File: src/rtl/sir_enc_pkg.sv
package sir_enc_pkg;

  // One-cycle strobes from the frame controller to the pulse datapath
  typedef struct packed {
    logic pulseStart;  // begin an emitter pulse, restart limiter
    logic pulseStop;   // end of the nominal pulse window
  } encStrobe_t;

endpackage

File: src/rtl/sir_enc_ctrl.sv
module sir_enc_ctrl
  import sir_enc_pkg::*;
#(
  parameter int TICKS_PER_BIT = 16,
  parameter int FRAME_BITS    = 10,
  parameter int PULSE_PHASE   = 7,
  parameter int PULSE_TICKS   = 3,
  parameter int SYNC_STAGES   = 2
) (
  input  logic       clk,
  input  logic       rstN,
  input  logic       bitTick,
  input  logic       txSync,
  input  logic       txFall,
  output encStrobe_t strobe
);

  localparam int PW = $clog2(TICKS_PER_BIT);
  localparam int BW = $clog2(FRAME_BITS);
  localparam logic [PW-1:0] PH_LAST  = PW'(TICKS_PER_BIT - 1);
  localparam logic [PW-1:0] PH_ARM   = PW'(PULSE_PHASE - 1);
  localparam logic [PW-1:0] PH_DROP  = PW'(PULSE_PHASE + PULSE_TICKS - 1);
  // the start edge reaches here SYNC_STAGES ticks late: enter at that phase
  localparam logic [PW-1:0] PH_ENTRY = PW'(SYNC_STAGES);
  localparam logic [BW-1:0] BIT_LAST = BW'(FRAME_BITS - 1);

  typedef enum logic {ST_IDLE, ST_SEND} encState_t;

  encState_t state;
  logic [PW-1:0] phase;
  logic [BW-1:0] bitIdx;

  always_comb begin
    strobe.pulseStart = bitTick && (state == ST_SEND) && (phase == PH_ARM) && !txSync;
    strobe.pulseStop  = bitTick && (state == ST_SEND) && (phase == PH_DROP);
  end

  always_ff @(posedge clk or negedge rstN) begin
    if (!rstN) begin
      state  <= ST_IDLE;
      phase  <= '0;
      bitIdx <= '0;
    end else if (bitTick) begin
      case (state)
        ST_IDLE: begin
          if (txFall) begin
            state  <= ST_SEND;
            phase  <= PH_ENTRY;
            bitIdx <= '0;
          end
        end
        ST_SEND: begin
          if (phase == PH_LAST) begin
            phase <= '0;
            if (bitIdx == BIT_LAST) state <= ST_IDLE;
            else bitIdx <= bitIdx + 1'b1;
          end else begin
            phase <= phase + 1'b1;
          end
        end
        default: state <= ST_IDLE;
      endcase
    end
  end

endmodule

File: src/rtl/sir_enc_dp.sv
module sir_enc_dp
  import sir_enc_pkg::*;
#(
  parameter int SYNC_STAGES = 2,
  parameter int PULSE_LIMIT = 8
) (
  input  logic       clk,
  input  logic       rstN,
  input  logic       bitTick,
  input  logic       refTick,
  input  logic       txLine,
  input  logic       rxActive,
  input  encStrobe_t strobe,
  output logic       txSync,
  output logic       txFall,
  output logic       txIr
);

  localparam int LW = $clog2(PULSE_LIMIT + 1);
  localparam logic [LW-1:0] LIM_LAST = LW'(PULSE_LIMIT - 1);

  logic [SYNC_STAGES-1:0] syncChain;
  logic                   txPrev;
  logic                   pulseOn;
  logic                   cutOff;
  logic [LW-1:0]          limCnt;

  // UART line synchroniser, advanced on the bit clock; idles high
  always_ff @(posedge clk or negedge rstN) begin
    if (!rstN) begin
      syncChain <= '1;
      txPrev    <= 1'b1;
    end else if (bitTick) begin
      syncChain <= {syncChain[SYNC_STAGES-2:0], txLine};
      txPrev    <= syncChain[SYNC_STAGES-1];
    end
  end

  assign txSync = syncChain[SYNC_STAGES-1];
  assign txFall = txPrev && !txSync;

  // Pulse register with absolute-time limiter
  always_ff @(posedge clk or negedge rstN) begin
    if (!rstN) begin
      pulseOn <= 1'b0;
      cutOff  <= 1'b0;
      limCnt  <= '0;
    end else if (strobe.pulseStart) begin
      pulseOn <= 1'b1;
      cutOff  <= 1'b0;
      limCnt  <= '0;
    end else begin
      if (strobe.pulseStop) pulseOn <= 1'b0;
      if (pulseOn && !cutOff && refTick) begin
        limCnt <= limCnt + 1'b1;
        if (limCnt == LIM_LAST) cutOff <= 1'b1;
      end
    end
  end

  assign txIr = pulseOn && !cutOff && !rxActive;

endmodule

File: src/rtl/sir_pulse_encoder.sv
module sir_pulse_encoder
  import sir_enc_pkg::*;
#(
  parameter int TICKS_PER_BIT = 16,
  parameter int FRAME_BITS    = 10,
  parameter int PULSE_PHASE   = 7,
  parameter int PULSE_TICKS   = 3,
  parameter int SYNC_STAGES   = 2,
  parameter int PULSE_LIMIT   = 8
) (
  input  logic clk,
  input  logic rstN,
  input  logic bitTick,
  input  logic refTick,
  input  logic txLine,
  input  logic rxActive,
  output logic txIr
);

  encStrobe_t strobe;
  logic       txSync;
  logic       txFall;

  sir_enc_ctrl #(
    .TICKS_PER_BIT(TICKS_PER_BIT),
    .FRAME_BITS   (FRAME_BITS),
    .PULSE_PHASE  (PULSE_PHASE),
    .PULSE_TICKS  (PULSE_TICKS),
    .SYNC_STAGES  (SYNC_STAGES)
  ) u_ctrl (
    .clk    (clk),
    .rstN   (rstN),
    .bitTick(bitTick),
    .txSync (txSync),
    .txFall (txFall),
    .strobe (strobe)
  );

  sir_enc_dp #(
    .SYNC_STAGES(SYNC_STAGES),
    .PULSE_LIMIT(PULSE_LIMIT)
  ) u_dp (
    .clk     (clk),
    .rstN    (rstN),
    .bitTick (bitTick),
    .refTick (refTick),
    .txLine  (txLine),
    .rxActive(rxActive),
    .strobe  (strobe),
    .txSync  (txSync),
    .txFall  (txFall),
    .txIr    (txIr)
  );

endmodule

File: config.mk
export PLATFORM = sky130hd
export DESIGN_NAME = sir_pulse_encoder
export DESIGN_NICKNAME = d
export VERILOG_FILES = /design/src/rtl/sir_enc_pkg.sv /design/src/rtl/sir_enc_ctrl.sv /design/src/rtl/sir_enc_dp.sv /design/src/rtl/sir_pulse_encoder.sv
export SDC_FILE = /design/constraint.sdc
export NUM_CORES = 1
export LEC_CHECK = 0
export BUFFER_PORTS_ARGS = -buffer_cell sky130_fd_sc_hd__clkbuf_2
export CAP_MARGIN = 25
export CELL_PAD_IN_SITES_DETAIL_PLACEMENT = 0
export CELL_PAD_IN_SITES_GLOBAL_PLACEMENT = 1
export CORE_AREA = 2 2 50 52
export CTS_CLUSTER_DIAMETER = 30
export DETAILED_ROUTE_END_ITERATION = 8
export DIE_AREA = 0 0 52 54
export PLACE_DENSITY = 0.71
export RECOVER_POWER = 100
export SLEW_MARGIN = 20
export SYNTH_ARGS = -nofsm -noshare
export SYNTH_HDL_FRONTEND = slang
export SYNTH_SLANG_ARGS = --single-unit
export TNS_END_PERCENT = 50
File: constraint.sdc
create_clock -name clk -period 2.05 [get_ports clk]
set_input_delay 0.1025 -clock clk [delete_from_list [all_inputs] [get_ports clk]]
set_output_delay 0.1025 -clock clk [all_outputs]
set_load 0.01 [all_outputs]
# Word level (Yosys, flattened, before mapping)
# Index checks and enable logic that the tools add are counted.
word_totals:
  regBits: 18
  input_bits: 6
  output_inout_bits: 1
  word_cells: 55
op_classes:
  addsub: 3
  eq_ne: 8
  muxes: 18
  bitwise_logic: 1
  reduce_logical: 17
op_table:
  columns: ["operator", "n"]
  rows:
  - ["4-bit 2-to-1 mux", 7]
  - ["4-bit one-hot mux with 2 select lines", 2]
  - ["4-bit by 1-bit adder with 4-bit output, second input constant", 3]
  - ["4-bit equality test, second input constant", 3]
  - ["4-bit by 3-bit equality test with 1-bit output, second input constant", 2]
  - ["1-bit logical AND", 8]
  - ["1-bit 2-to-1 mux", 8]
  - ["2-bit inequality test, second input constant", 3]
  - ["2-bit nonzero test", 3]
  - ["2-bit AND reduction", 2]
  - ["4-bit AND reduction", 1]
  - ["1-bit logical NOT", 3]
  - ["1-bit one-hot mux with 2 select lines", 1]
  - ["1-bit inverter", 1]

# Depth between registers and ports, before layout
logic_depth:
  word_depth: 5
  mapped_depth: 6
  depth_no_buf: 6

# Hierarchy
# A second synthesis with hierarchy kept.
hier_totals:
  cells_unflattened: 94
  hier_area_um2: 975.9
by_module_without_submodules:
  columns: ["mod", "instances", "cells_each", "area_each_um2", "seq_area_each_um2"]
  rows:
  - ["sir_enc_ctrl", 1, 61, 566.8, 225.2]
  - ["sir_enc_dp", 1, 33, 409.1, 229.0]

# Worst setup path before layout
# Ideal clock, no wire load.
synth_timing:
  path_type: "register to register"
  from: "register u_ctrl.phase[0]"
  to: "register u_ctrl.bitIdx[0]"
  setup_ns: 0.080
  t_arrival_ns: 1.330
  t_required_ns: 1.970
  path_slack_ns: 0.640
  stages_incl_launch_ff: 6
  path_buffers: 1
  synth_period_minus_slack_ns: 1.410
  path_cell_list: "dfrtp_1 > ha_1 > and3_1 > buf_4 > or3b_1 > o211ai_2"
synth_between:
  elab_chain_len: 3
synth_lines:
  columns: ["element", "line_no", "text"]
  rows:
  - ["start, declared", "sir_enc_ctrl.sv:30", "logic [PW-1:0] phase;"]
  - ["start signal, assigned", "sir_enc_ctrl.sv:58", "phase <= phase + 1'b1;"]
  - ["4-bit equality test", "sir_enc_ctrl.sv:53", "if (phase == PH_LAST) begin"]
  - ["2-bit inequality test (no line)", null, null]
  - ["4-bit AND reduction (no line)", null, null]
  - ["end signal, assigned", "sir_enc_ctrl.sv:56", "else bitIdx <= bitIdx + 1'b1;"]
  - ["end, declared", "sir_enc_ctrl.sv:31", "logic [BW-1:0] bitIdx;"]
# Every way passes these cells.
# A chain may end at the register's enable or synchronous reset.

# Final worst setup path
layout_timing:
  from: "register u_ctrl.state"
  to: "register u_dp.pulseOn"
layout_between:
  elab_chain_len: 4
  elab_cells_between_ends: 6
  cone_classes: "mux (1); reduce/logical (5)"
layout_lines:
  columns: ["element", "line_no", "text"]
  rows:
  - ["start, declared", "sir_enc_ctrl.sv:29", "encState_t state;"]
  - ["start signal, assigned", "sir_enc_ctrl.sv:40", "state <= ST_IDLE;"]
  - ["start signal, assigned", "sir_enc_ctrl.sv:47", "state <= ST_SEND;"]
  - ["start signal, assigned", "sir_enc_ctrl.sv:55", "if (bitIdx == BIT_LAST) state <= ST_IDLE;"]
  - ["1-bit logical AND *", "sir_enc_ctrl.sv:34, sir_enc_ctrl.sv:35", null]
  - ["1-bit logical AND (2 in a row)", "sir_enc_ctrl.sv:34", "strobe.pulseStart = bitTick && (state == ST_SEND) && (phase == PH_ARM) && !txSync;"]
  - ["1-bit 2-to-1 mux or 2-bit nonzero test (tied branches)", null, null]
  - ["end signal, assigned", "sir_enc_dp.sv:45", "pulseOn <= 1'b0;"]
  - ["end signal, assigned", "sir_enc_dp.sv:49", "pulseOn <= 1'b1;"]
  - ["end signal, assigned", "sir_enc_dp.sv:53", "if (strobe.pulseStop) pulseOn <= 1'b0;"]
  - ["end, declared", "sir_enc_dp.sv:24", "logic pulseOn;"]
# Mark *: on every way between the ends. The rest lies on a longest branch, timed or not.

==> metrics <==
status=finished, final reports clean; reg-to-reg endpoint=u_dp.pulseOn$_DFFE_PN0P_; Worst EP required=2.28 ns; Post-Layout Cell Count=131; Mean Syn Cell Area=10.3 um^2; cell taking the most area after synthesis=dfrtp_1; WHS=0.0470 ns; post-synthesis sequential area ratio=0.473; fin. max-slew vios=0; Worst slew margin=0.349; Final setup violation count=0; first-pass GRT wire length=3.14 mm; final instance area=1040 um^2; initial drt markers=17; Vias=706; leakage=0.000450 uW; Placer Congestion=0.821; slowest stage delay, CP=0.76 ns; nets@finish=114; DR pass1 iterations=4; layout cells sized above 1=0.139; CTS tree=built; port bufs=6; highest-delay cell along the critical path=nor4_1; Worst VDD drop=0.000536 V; Synth cell types=36; min cycle time layout=1.74 ns; cell-by-cell trace of the critical path=nand2_1 > nor4_1 > nand2b_1; Synth Flop Type=dfrtp_1; Reg clk slew, reported paths=0.11 ns; Sinks on Clock Net=18; Hold Vio Cnt, Final=0; hold endpoint=u_dp.syncChain[0]$_DFFE_PN1P_; clock latency on the worst-skew pair=0.29 ns; Placed Instances=126; Area contributors post-synth=dfrtp_1 (39%), dfstp_2 (8.2%), ha_1 (7.8%); power density over cell area=1210 nW/um^2; clk_skew=0.00585 ns; io pins=7; worst min path class=in -> reg; initial antenna violation count=0; critical path arrival=1.97 ns; Critical Path Fanout Max=12; clk root buf=clkbuf_4; htree depth=1; DR WL/cell=13.6 um; GRT Total Usage=0.156; Synth async-reset ratio=1.00; DR DRC count=0; FF+latch count, synth=18; Worst R2R Start=u_ctrl.state$_DFFE_PN0P_; Min-Delay Path Depth=2; unrepaired setup endpoints after global routing=false; Resized cells post-CTS=0; ANT nets after route=0; drt via density=5.39; hpwl dp=1.25 mm; P&R area growth vs syn=8.74%; Synth Warn #=0; Power Total=1260 uW; critical path class=reg -> reg; placed cell area=1010 um^2; Least-Margin Pin Slew=0.976 ns; # diodes=0; Die H=54 um; width of the die=52 um; die area=2810 um^2; starting density of the core=0.414; synthesized area=960 um^2; R2R setup slack=0.31 ns; CTS max path bufs=2; core box area=2320 um^2; count leader, synth=dfrtp_1; top-area cell type share of the netlist area=0.391; TritonCTS Buffers=3; Post-Syn Instances=93; Final TNS setup=0 ns; largest net degree at the start of global routing=19; Fmax=576 MHz; reg2reg path depth=3; Rows=18; vias in the first global route=706; Worst Hold Launch=txLine; top cells by count, synth=dfrtp_1 (15), nand2_1 (8), ha_1 (6), inv_1 (6); Final Routed Wirelength=1.79 mm; critical path capture point type=flip-flop; crit start category=flip-flop; gr ovfl total=0; synthesized net count=105; max cap viols=0; number of flops mapped to enable cells by yosys=0; period utilization=0.847
where the power goes:
part	internal (uW)	switching [uW]
Combinational	200	217
Sequential	486	145
Clock	108	108
Total	795	470
worst max-delay path, delay by kind of cell, from the launching register on:
family	cells	cell delay [ns]
AND/OR/NAND/NOR	3	1.09
flip-flops	1	0.59
worst max path at each step:
stage / endpoint / slack [ns] / startpoint
6_report: u_dp.pulseOn$_DFFE_PN0P_ / 0.31 / u_ctrl.state$_DFFE_PN0P_
5_1_grt: u_dp.pulseOn$_DFFE_PN0P_ / 0.18 / u_ctrl.state$_DFFE_PN0P_
4_1_cts: u_ctrl.bitIdx[0]$_DFFE_PN0P_ / 0.45 / u_ctrl.phase[0]$_DFFE_PN0P_
3_5_place_dp: u_ctrl.bitIdx[0]$_DFFE_PN0P_ / 0.46 / u_ctrl.phase[0]$_DFFE_PN0P_
3_3_place_gp: u_ctrl.bitIdx[3]$_DFFE_PN0P_ / 0.49 / u_ctrl.phase[0]$_DFFE_PN0P_
2_1_floorplan: u_ctrl.bitIdx[0]$_DFFE_PN0P_ / 0.64 / u_ctrl.phase[0]$_DFFE_PN0P_
logic make-up (layout without fill, tap and decap cells):
family          after synthesis  count (layout)  share of synthesized area
compound gates               19              19                      0.138
xor+xnor                      3               3                     0.0274
fa+ha+maj                     6               6                     0.0782
buf+inv                      10              18                     0.0482
flops                        18              18                      0.473
mux                           3               3                     0.0352
simple gates                 34              34                      0.199
cell usage in the layout (no fill, tap or decap):
cell type / count
a21oi_1: 5
a22o_1: 1
a31oi_1: 1
a32oi_1: 1
a41oi_1: 1
and3_1: 2
and3b_1: 1
buf_4: 1
clkbuf_1: 2
clkbuf_2: 4
clkbuf_4: 3
clkbuf_8: 1
dfrtp_1: 15
dfstp_1: 1
dfstp_2: 2
dlygate4sd3_1: 1
ha_1: 6
inv_1: 6
mux2_2: 3
nand2_1: 8
nand2b_1: 2
nand3_1: 5
nand3b_1: 1
nand4_1: 3
nand4b_1: 1
nor2_1: 5
nor2b_1: 1
nor3b_1: 2
nor4_1: 1
o211ai_1: 2
o21ai_0: 2
o21ai_1: 1
o31ai_1: 3
o32ai_1: 1
o41ai_1: 1
or3_1: 1
or3b_1: 1
xnor2_1: 2
xor2_1: 1
layout make-up:
type	instances	area [um^2]
clock buffer	4	36.3
fill	229	1280
inverter	6	22.5
multi-input combinational	65	448
sequential	18	454
tap	30	37.5
timing repair buffer	8	45.0
repair_timing:
action / CTS / global route
hold endpoints to repair: 15 / 0
setup buffers: 0 / 0
hold buffers: 1 / 0
registers in the layout, summed over array words and instances, names as in the netlist:
signal	flops
u_ctrl.bitIdx	4
u_ctrl.phase	4
u_dp.txPrev	1
u_dp.limCnt	4
u_dp.syncChain	2
u_dp.cutOff	1
u_ctrl.state	1
u_dp.pulseOn	1
per-layer routing:
layer	share of wire	global-route usage	vias up
li1	-	-	353
met1	0.51	0.203	343
met2	0.46	0.251	8
met3	0.029	0.0333	2
met4	0.0067	0.0658	0
met5	0	0	-
through the flow:
step | utilization | setup slack [ns]
after floorplan | - | 0.640
after global placement | 0.436 | 0.490
after detailed placement | 0.436 | 0.459
after CTS | 0.456 | 0.446
after global routing | 0.450 | 0.183
final | 0.450 | 0.314
Power figures use the tool's default switching activity.
